### src/rtl/dbb_pkg.sv
package dbb_pkg;

   localparam int WORD_BYTES = 4;

   // Byte offset of the idx-th register word.
   function automatic int word_off(input int idx);
      return idx * WORD_BYTES;
   endfunction

   // Number of per-channel address bits between the shared field and the alignment zeros.
   function automatic int private_w(input int ptr_w, input int shared_w, input int align_w);
      return ptr_w - shared_w - align_w;
   endfunction

endpackage

### src/rtl/dbb_addr_dec.sv
module dbb_addr_dec
   import dbb_pkg::*;
#(
   parameter int N_TX  = 2,
   parameter int N_RX  = 1,
   parameter int OFF_W = 4
) (
   input  logic [OFF_W-1:0] addr,
   output logic [N_TX-1:0]  hit_tx,
   output logic [N_RX-1:0]  hit_rx,
   output logic             hit_stat
);

   for (genvar g = 0; g < N_TX; g++) begin : g_tx
      assign hit_tx[g] = (addr == OFF_W'(word_off(g)));
   end

   for (genvar g = 0; g < N_RX; g++) begin : g_rx
      assign hit_rx[g] = (addr == OFF_W'(word_off(N_TX + g)));
   end

   assign hit_stat = (addr == OFF_W'(word_off(N_TX + N_RX)));

endmodule

### src/rtl/dbb_dir_bank.sv
module dbb_dir_bank
   import dbb_pkg::*;
#(
   parameter int PTR_W    = 32,
   parameter int SHARED_W = 13,
   parameter int ALIGN_W  = 3,
   parameter int N_CH     = 1
) (
   input  logic                    clk,
   input  logic                    rst_n,
   input  logic [N_CH-1:0]         wr_sel,
   input  logic                    wr_ok,
   input  logic [PTR_W-1:ALIGN_W]  wr_val,
   output logic [N_CH*PTR_W-1:0]   base_o
);

   localparam int LOW_W = private_w(PTR_W, SHARED_W, ALIGN_W);

   logic [SHARED_W-1:0] upper_q;
   logic                take;

   assign take = wr_ok & (|wr_sel);

   // One physical copy of the upper field for the whole direction.
   always_ff @(posedge clk or negedge rst_n) begin
      if (!rst_n)
         upper_q <= '0;
      else if (take)
         upper_q <= wr_val[PTR_W-1 -: SHARED_W];
   end

   if (LOW_W > 0) begin : g_split
      for (genvar c = 0; c < N_CH; c++) begin : g_ch
         logic [LOW_W-1:0] low_q;

         always_ff @(posedge clk or negedge rst_n) begin
            if (!rst_n)
               low_q <= '0;
            else if (wr_ok && wr_sel[c])
               low_q <= wr_val[ALIGN_W +: LOW_W];
         end

         assign base_o[c*PTR_W +: PTR_W] = {upper_q, low_q, {ALIGN_W{1'b0}}};
      end
   end else begin : g_flat
      for (genvar c = 0; c < N_CH; c++) begin : g_ch
         assign base_o[c*PTR_W +: PTR_W] = {upper_q, {ALIGN_W{1'b0}}};
      end
   end

endmodule

### src/rtl/dbb_err_flag.sv
module dbb_err_flag (
   input  logic clk,
   input  logic rst_n,
   input  logic set_i,
   input  logic clr_i,
   output logic flag_o
);

   // A new violation wins over a clear that arrives in the same cycle.
   always_ff @(posedge clk or negedge rst_n) begin
      if (!rst_n)
         flag_o <= 1'b0;
      else if (set_i)
         flag_o <= 1'b1;
      else if (clr_i)
         flag_o <= 1'b0;
   end

endmodule

### src/rtl/desc_base_bank.sv
module desc_base_bank
   import dbb_pkg::*;
#(
   parameter int PTR_W    = 32,
   parameter int SHARED_W = 13,
   parameter int ALIGN_W  = 3,
   parameter int N_TX     = 2,
   parameter int N_RX     = 1,
   parameter int OFF_W    = 4
) (
   input  logic                  clk,
   input  logic                  rst_n,
   input  logic                  soft_rst,
   input  logic [N_TX-1:0]       tx_chan_rst,
   input  logic [N_RX-1:0]       rx_chan_rst,
   input  logic [N_TX-1:0]       tx_idle,
   input  logic [N_TX-1:0]       tx_en,
   input  logic                  wr_en,
   input  logic [OFF_W-1:0]      wr_addr,
   input  logic [PTR_W-1:0]      wr_data,
   input  logic [OFF_W-1:0]      rd_addr,
   output logic [PTR_W-1:0]      rd_data,
   output logic [N_TX*PTR_W-1:0] tx_base,
   output logic [N_RX*PTR_W-1:0] rx_base,
   output logic                  wr_err
);

   localparam int N_WORDS = N_TX + N_RX + 1;
   localparam int LOW_W   = private_w(PTR_W, SHARED_W, ALIGN_W);

   // Elaboration-time parameter checks
   if (LOW_W < 0) begin : g_bad_split
      $error("shared and alignment fields exceed the pointer width");
   end
   if (ALIGN_W < 1 || SHARED_W < 1) begin : g_bad_fields
      $error("shared and alignment fields must be at least one bit");
   end
   if (N_TX < 1 || N_RX < 1) begin : g_bad_count
      $error("each direction needs at least one channel");
   end
   if (word_off(N_WORDS) > (1 << OFF_W)) begin : g_bad_map
      $error("offset width too small for the register map");
   end

   logic [N_TX-1:0] w_tx, r_tx, tx_we;
   logic [N_RX-1:0] w_rx, r_rx, rx_we;
   logic            w_st, r_st;
   logic            tx_quiet;
   logic            err_set, err_clr;

   dbb_addr_dec #(.N_TX(N_TX), .N_RX(N_RX), .OFF_W(OFF_W)) u_wdec (
      .addr(wr_addr), .hit_tx(w_tx), .hit_rx(w_rx), .hit_stat(w_st)
   );

   dbb_addr_dec #(.N_TX(N_TX), .N_RX(N_RX), .OFF_W(OFF_W)) u_rdec (
      .addr(rd_addr), .hit_tx(r_tx), .hit_rx(r_rx), .hit_stat(r_st)
   );

   assign tx_we = w_tx & {N_TX{wr_en}};
   assign rx_we = w_rx & {N_RX{wr_en}};

   // A channel is inactive when idle, disabled or held in channel reset.
   assign tx_quiet = &(tx_idle | ~tx_en | tx_chan_rst);

   dbb_dir_bank #(.PTR_W(PTR_W), .SHARED_W(SHARED_W), .ALIGN_W(ALIGN_W), .N_CH(N_TX)) u_tx (
      .clk(clk), .rst_n(rst_n), .wr_sel(tx_we), .wr_ok(tx_quiet),
      .wr_val(wr_data[PTR_W-1:ALIGN_W]), .base_o(tx_base)
   );

   dbb_dir_bank #(.PTR_W(PTR_W), .SHARED_W(SHARED_W), .ALIGN_W(ALIGN_W), .N_CH(N_RX)) u_rx (
      .clk(clk), .rst_n(rst_n), .wr_sel(rx_we), .wr_ok(1'b1),
      .wr_val(wr_data[PTR_W-1:ALIGN_W]), .base_o(rx_base)
   );

   assign err_set = (|tx_we) & ~tx_quiet;
   assign err_clr = soft_rst | (wr_en & w_st & wr_data[0]);

   dbb_err_flag u_err (
      .clk(clk), .rst_n(rst_n), .set_i(err_set), .clr_i(err_clr), .flag_o(wr_err)
   );

   always_comb begin
      rd_data = '0;
      for (int i = 0; i < N_TX; i++)
         if (r_tx[i]) rd_data = tx_base[i*PTR_W +: PTR_W];
      for (int j = 0; j < N_RX; j++)
         if (r_rx[j]) rd_data = rx_base[j*PTR_W +: PTR_W];
      if (r_st) rd_data = {{(PTR_W-1){1'b0}}, wr_err};
   end

   // Receive channel resets and the alignment data bits have no effect on storage.
   logic unused_sink;
   assign unused_sink = ^{rx_chan_rst, wr_data[ALIGN_W-1:0]};

endmodule

### config.mk
export PLATFORM = sky130hd
export DESIGN_NAME = desc_base_bank
export DESIGN_NICKNAME = d
export VERILOG_FILES = /design/src/rtl/dbb_pkg.sv /design/src/rtl/dbb_addr_dec.sv /design/src/rtl/dbb_dir_bank.sv /design/src/rtl/dbb_err_flag.sv /design/src/rtl/desc_base_bank.sv
export SDC_FILE = /design/constraint.sdc
export NUM_CORES = 1
export LEC_CHECK = 0
export CAP_MARGIN = 20
export CELL_PAD_IN_SITES_DETAIL_PLACEMENT = 2
export CELL_PAD_IN_SITES_GLOBAL_PLACEMENT = 2
export CORE_MARGIN = 2
export CORE_UTILIZATION = 22
export CTS_BUF_LIST = sky130_fd_sc_hd__clkbuf_16
export CTS_CLUSTER_SIZE = 12
export DETAILED_ROUTE_END_ITERATION = 7
export GPL_ROUTABILITY_DRIVEN = 0
export HOLD_SLACK_MARGIN = 0.02
export MAX_ROUTING_LAYER = met4
export PLACE_DENSITY_LB_ADDON = 0.1
export SLEW_MARGIN = 20
export SYNTH_ARGS = -nofsm -noshare
export SYNTH_HDL_FRONTEND = slang
export SYNTH_SLANG_ARGS = --single-unit
### constraint.sdc
create_clock -name clk -period 1.5 [get_ports clk]
set_clock_uncertainty 0.05 [all_clocks]
set_input_delay 0.225 -clock clk [delete_from_list [all_inputs] [get_ports clk]]
set_output_delay 0.225 -clock clk [all_outputs]
set_load 0.01 [all_outputs]
## After elaboration in Yosys (flattened, before gate mapping)

Cells that the tools add are included.

- Register bits after elaboration: 75
- Input bits: 51
- Output and inout bits: 129
- Logic and storage cells: 36

- Equal/unequal tests: 6
- Mux-type cells: 6
- Bitwise operators: 11
- Reduce and logical (&&, ||, !) cells: 7

Operators with widths:

| operator | count |
|---|---|
| $mux W32 | 4 |
| $eq A4 B4 Y1 const B | 4 |
| $eq A4 B3 Y1 const B | 2 |
| $logic_not A4 Y1 | 2 |
| $and A1 B1 Y1 | 5 |
| $or A2 B2 Y2 | 2 |
| $and A2 B2 Y2 | 1 |
| $logic_and A1 B1 Y1 | 2 |
| $mux W1 | 2 |
| $not A2 Y2 | 1 |
| $reduce_and A2 Y1 | 1 |
| $reduce_bool A2 Y1 | 1 |
| $reduce_or A2 Y1 | 1 |
| $not A1 Y1 | 1 |
| $or A1 B1 Y1 | 1 |

## Depth between registers and ports, before layout

- Depth in word-level cells: 7
- Mapped depth: 5
- Depth with buffers taken out: 3

## Cells and area by module

A second synthesis with hierarchy kept.

- Cells, all modules: 321
- Area total of the unflattened synthesis: 4337.9 µm²

Modules (own cells, without submodules):

| module | times used | cells each | area each (µm²) | seq. area each (µm²) |
|---|---|---|---|---|
| dbb_dir_bank (u_tx) | 1 | 116 | 1911.8 | 1126.1 |
| desc_base_bank | 1 | 128 | 1169.9 | 0.0 |
| dbb_dir_bank (u_rx) | 1 | 66 | 1147.4 | 725.7 |
| dbb_addr_dec | 2 | 4 | 36.3 | 0.0 |
| dbb_err_flag | 1 | 3 | 36.3 | 25.0 |

## Worst setup path before layout

OpenSTA, ideal clock, no wires.

- Path kind: input port to flip-flop
- Start point: input port wr_addr[1]
- End point: register u_tx.g_split.g_ch[1].low_q[10]
- Setup time: 0.125 ns
- Arrival: 1.828 ns
- Required time: 1.325 ns
- Slack: -0.503 ns
- Stages on the path: 5
- Path buffers: 2
- Cells stage by stage: or4b_4 or4b_1 buf_6 buf_12 mux2_4

- Longest elaborated chain between the ends: 3

Ends and longest elaborated chain:

| element | RTL line | text |
|---|---|---|
| start: declaration | desc_base_bank.sv:19 | `input logic [OFF_W-1:0] wr_addr,` |
| $eq A4 B3 Y1 | dbb_addr_dec.sv:15 | `assign hit_tx[g] = (addr == OFF_W'(word_off(g)));` |
| $and A2 B2 Y2 | desc_base_bank.sv:59 | `assign tx_we = w_tx & {N_TX{wr_en}};` |
| $logic_and A1 B1 Y1 | dbb_dir_bank.sv:39 | `else if (wr_ok && wr_sel[c])` |
| end signal: assignment | dbb_dir_bank.sv:40 | `low_q <= wr_val[ALIGN_W +: LOW_W];` |
| end: declaration | dbb_dir_bank.sv:34 | `logic [LOW_W-1:0] low_q;` |

Every way passes these cells.
A chain may end at the register's enable or synchronous reset.

## Worst setup path in the final report

- Start point: input port wr_addr[0]
- End point: register u_tx.g_split.g_ch[0].low_q[7]

- Longest elaborated chain between the ends: 3

Ends and longest elaborated chain:

| element | RTL line |
|---|---|
| $logic_not A4 Y1 | dbb_addr_dec.sv:15 |
| $and A2 B2 Y2 | desc_base_bank.sv:59 |
| $logic_and A1 B1 Y1 | dbb_dir_bank.sv:39 |
| end signal: assignment | dbb_dir_bank.sv:40 |
| end: declaration | dbb_dir_bank.sv:34 |

Every way passes these cells.

==> results.toml <==
[outcome]
status = "finished, violations left"
violations = "negative setup slack"

[placed_design]
placed_cells = 706
dpl.hpwl_mm = 10.1
port_buffers = 165
pre_cts_ws_ns = -0.974

[synth]
synth_seq_cells = 75
synth.avg_cell_area_um2 = 12.6
synth_cells = 284
ys_seq_area_share_pct = 52.5
yosysWarnings = 0
synth.distinct_cells = 25
mappedNetlistArea_um2 = 3580

[power]
peakVddDrop_mv = 0.529
power.leakage_uw = 0.00327
p_sw_share_pct = 31.2
p_comb_share_pct = 38.4
switchingPower_uw = 2540
seqPwrFrac_pct = 35.9
p_int_uw = 5610
powerDensity_nw_per_um2 = 1170
clockPowerShare_pct = 25.7

[cells_and_area]
fin_nets = 579
instances_no_fill = 748
area_growth_pct = 95.2
drive_above_1_share_pct = 53.0
num-fill-cells = 1609
antennaDiodeCount = 0

[sta]
min_period_ns = 1.76
finalHoldViolCount = 0
hold_ws_ns = 0.244
max_freq_mhz = 569
fin_setup_tns_ns = -11.44
drv_slew = 0
rsz0062_at_grt = "yes"
setup_ws_ns = -0.258
setup_viol = 64
period_share_pct = 117

[clocking]
clock-sinks = 75
cts_made_buffers = 9
clock_latency_ns = 0.34
path_clk_slew_ns = 0.06
htree_levels = 3
cts_tree = "done"
clockRootBuffer = "clkbuf_16"
cts_buffer_depth = 2

[global_routing]
grt_max_degree = 40
grt_pass1_vias = 3907
grt_usage_pct = 18.8
grt_overflow = 0
grt_first_pass_wirelength_mm = 24.0
antenna_found_initial = 0

[drt]
remaining_drc_errors = 0
detailedRoute.firstIterationViolations = 116
detail-route-antenna-nets = 0
via_per_inst = 4.46
post_drt_wl_per_cell_um = 20.9
wirelength_mm = 15.6
vias = 3333
first_pass_iters = 4

[floorplan]
die_w_um = 131
rows = 46
dieHeight_um = 131
core_um2 = 15900
start_util_pct = 22.5
fp.dieArea_um2 = 17300
io_pins = 180

[critical_path]
start_kind = "input pin"
cp.arrival_ns = 1.94
path_class = "input pin to register"
reg2reg_depth = 3
cp.required_ns = 1.68
end_kind = "register"
crit_fanout = 8

[min_path]
min_path_cells = 4
worst_hold_path_type = "input pin to register"

[job]
maxCapViolCount = 0
worst max-delay path: stages:
cell	delay, ns
buf_6	0.09
or4b_4	0.53
buf_6	0.14
nor4_4	0.26
buf_4	0.19
clkbuf_16	0.18
mux2_4	0.31
through the flow:
| stage | utilization, % | power (uW) | instance area (um2) |
|---|---|---|---|
| 2_1_floorplan | - | 3950 | 3630 |
| 3_5_place_dp | 37.7 | 6090 | 5980 |
| 5_1_grt | 43.9 | 8600 | 6980 |
| 4_1_cts | 42.7 | 8110 | 6790 |
| 6_report | 43.9 | 8150 | 6980 |
| 3_3_place_gp | 37.7 | 5990 | 5980 |
cell usage after synthesis, drive strengths merged:
master,number,area share (%)
inv,1,0.10
conb,1,0.10
a21oi,16,2.2
and3,1,0.18
nor3b,3,0.63
a22oi,13,2.7
o32ai,1,0.24
and2,1,0.18
nor4,3,0.70
nor2,14,1.5
mux2,74,24
dfrtp,75,52
nand2,18,1.9
nor3,2,0.28
clkbuf,13,1.4
a221oi,16,3.9
or4b,2,0.66
buf,30,6.5
flip-flops by register name (all words and copies together), names as in the netlist:
signal,count
u_tx.g_split.g_ch.low_q,32
u_rx.g_split.g_ch.low_q,16
u_rx.upper_q,13
u_tx.upper_q,13
u_err.flag_o,1
kinds of logic (layout without fill, tap and decap cells):
family	count (synthesis)	after routing	share of synthesized area, %
buffers and inverters	44	282	7.94
flip-flops	75	75	52.5
multiplexers	74	74	24.4
AND/OR/NAND/NOR	44	44	5.98
AO/OA/AOI/OAI	46	46	9.13
other	1	11	0.105
timing repair:
item / in CTS / in global routing
cloned: 8 / 2
endpoints found under the hold margin: 20 / 0
resized for setup: 348 / 64
endpoints found under the setup margin: 192 / 76
hold buffers: 1 / 0
pin swaps: 21 / 21
buffers inserted: 15 / 13
cell type report:
type	count	area, um2	area share (%)
clock buffer	9	225	3.23
multi-input combinational	175	1980	28.3
sequential	75	1880	26.9
tap	216	270	3.87
timing repair buffer	266	2580	36.9
inverter	1	3.75	0.0538
clock inverter	6	50.0	0.717
worst paths after layout:
path,slack (ns),startpoint,endpoint
min reg2reg,0.49,u_rx.upper_q[8],u_rx.upper_q[8]
max in group asynchronous,0.57,rst_n,u_tx.upper_q[1]
min,0.24,wr_addr[3],u_err.flag_o
max,-0.26,wr_addr[0],u_tx.g_split.g_ch[0].low_q[7]
min in group asynchronous,0.27,rst_n,u_rx.g_split.g_ch[0].low_q[8]
max reg2reg,0.41,u_tx.g_split.g_ch[0].low_q[7],u_tx.g_split.g_ch[0].low_q[7]
placed cells by master, fill, tap and decap left out, types with 3 or more instances in the layout:
master,n
a221oi_2,10
a22oi_1,7
a21oi_1,7
buf_6,29
buf_8,6
buf_12,15
a21oi_2,9
nor2_4,12
a221oi_4,6
a22oi_2,6
clkbuf_16,11
buf_2,19
mux2_4,39
conb_1,11
clkdlybuf4s50_1,34
dlygate4sd2_1,85
mux2_2,35
clkdlybuf4s15_1,5
inv_1,3
buf_4,64
dfrtp_1,75
nand2_1,15
layer usage:
metal,global-route usage (%),share of wire (%),vias to the layer above
met2,30.6,50,113
met3,5.75,6.2,14
met5,-,0,-
met4,4.89,1.1,0
li1,-,-,1493
met1,22.6,43,1713
power groups by stage:
stage	registers, uW	clock network [uW]	logic (uW)
floorplan	3110	0	839
global placement	2840	0	3150
detailed placement	2880	0	3200
finish	2930	2090	3130
global route	3010	2240	3360
CTS	2890	2160	3060
(Power assumes the default switching activity.)
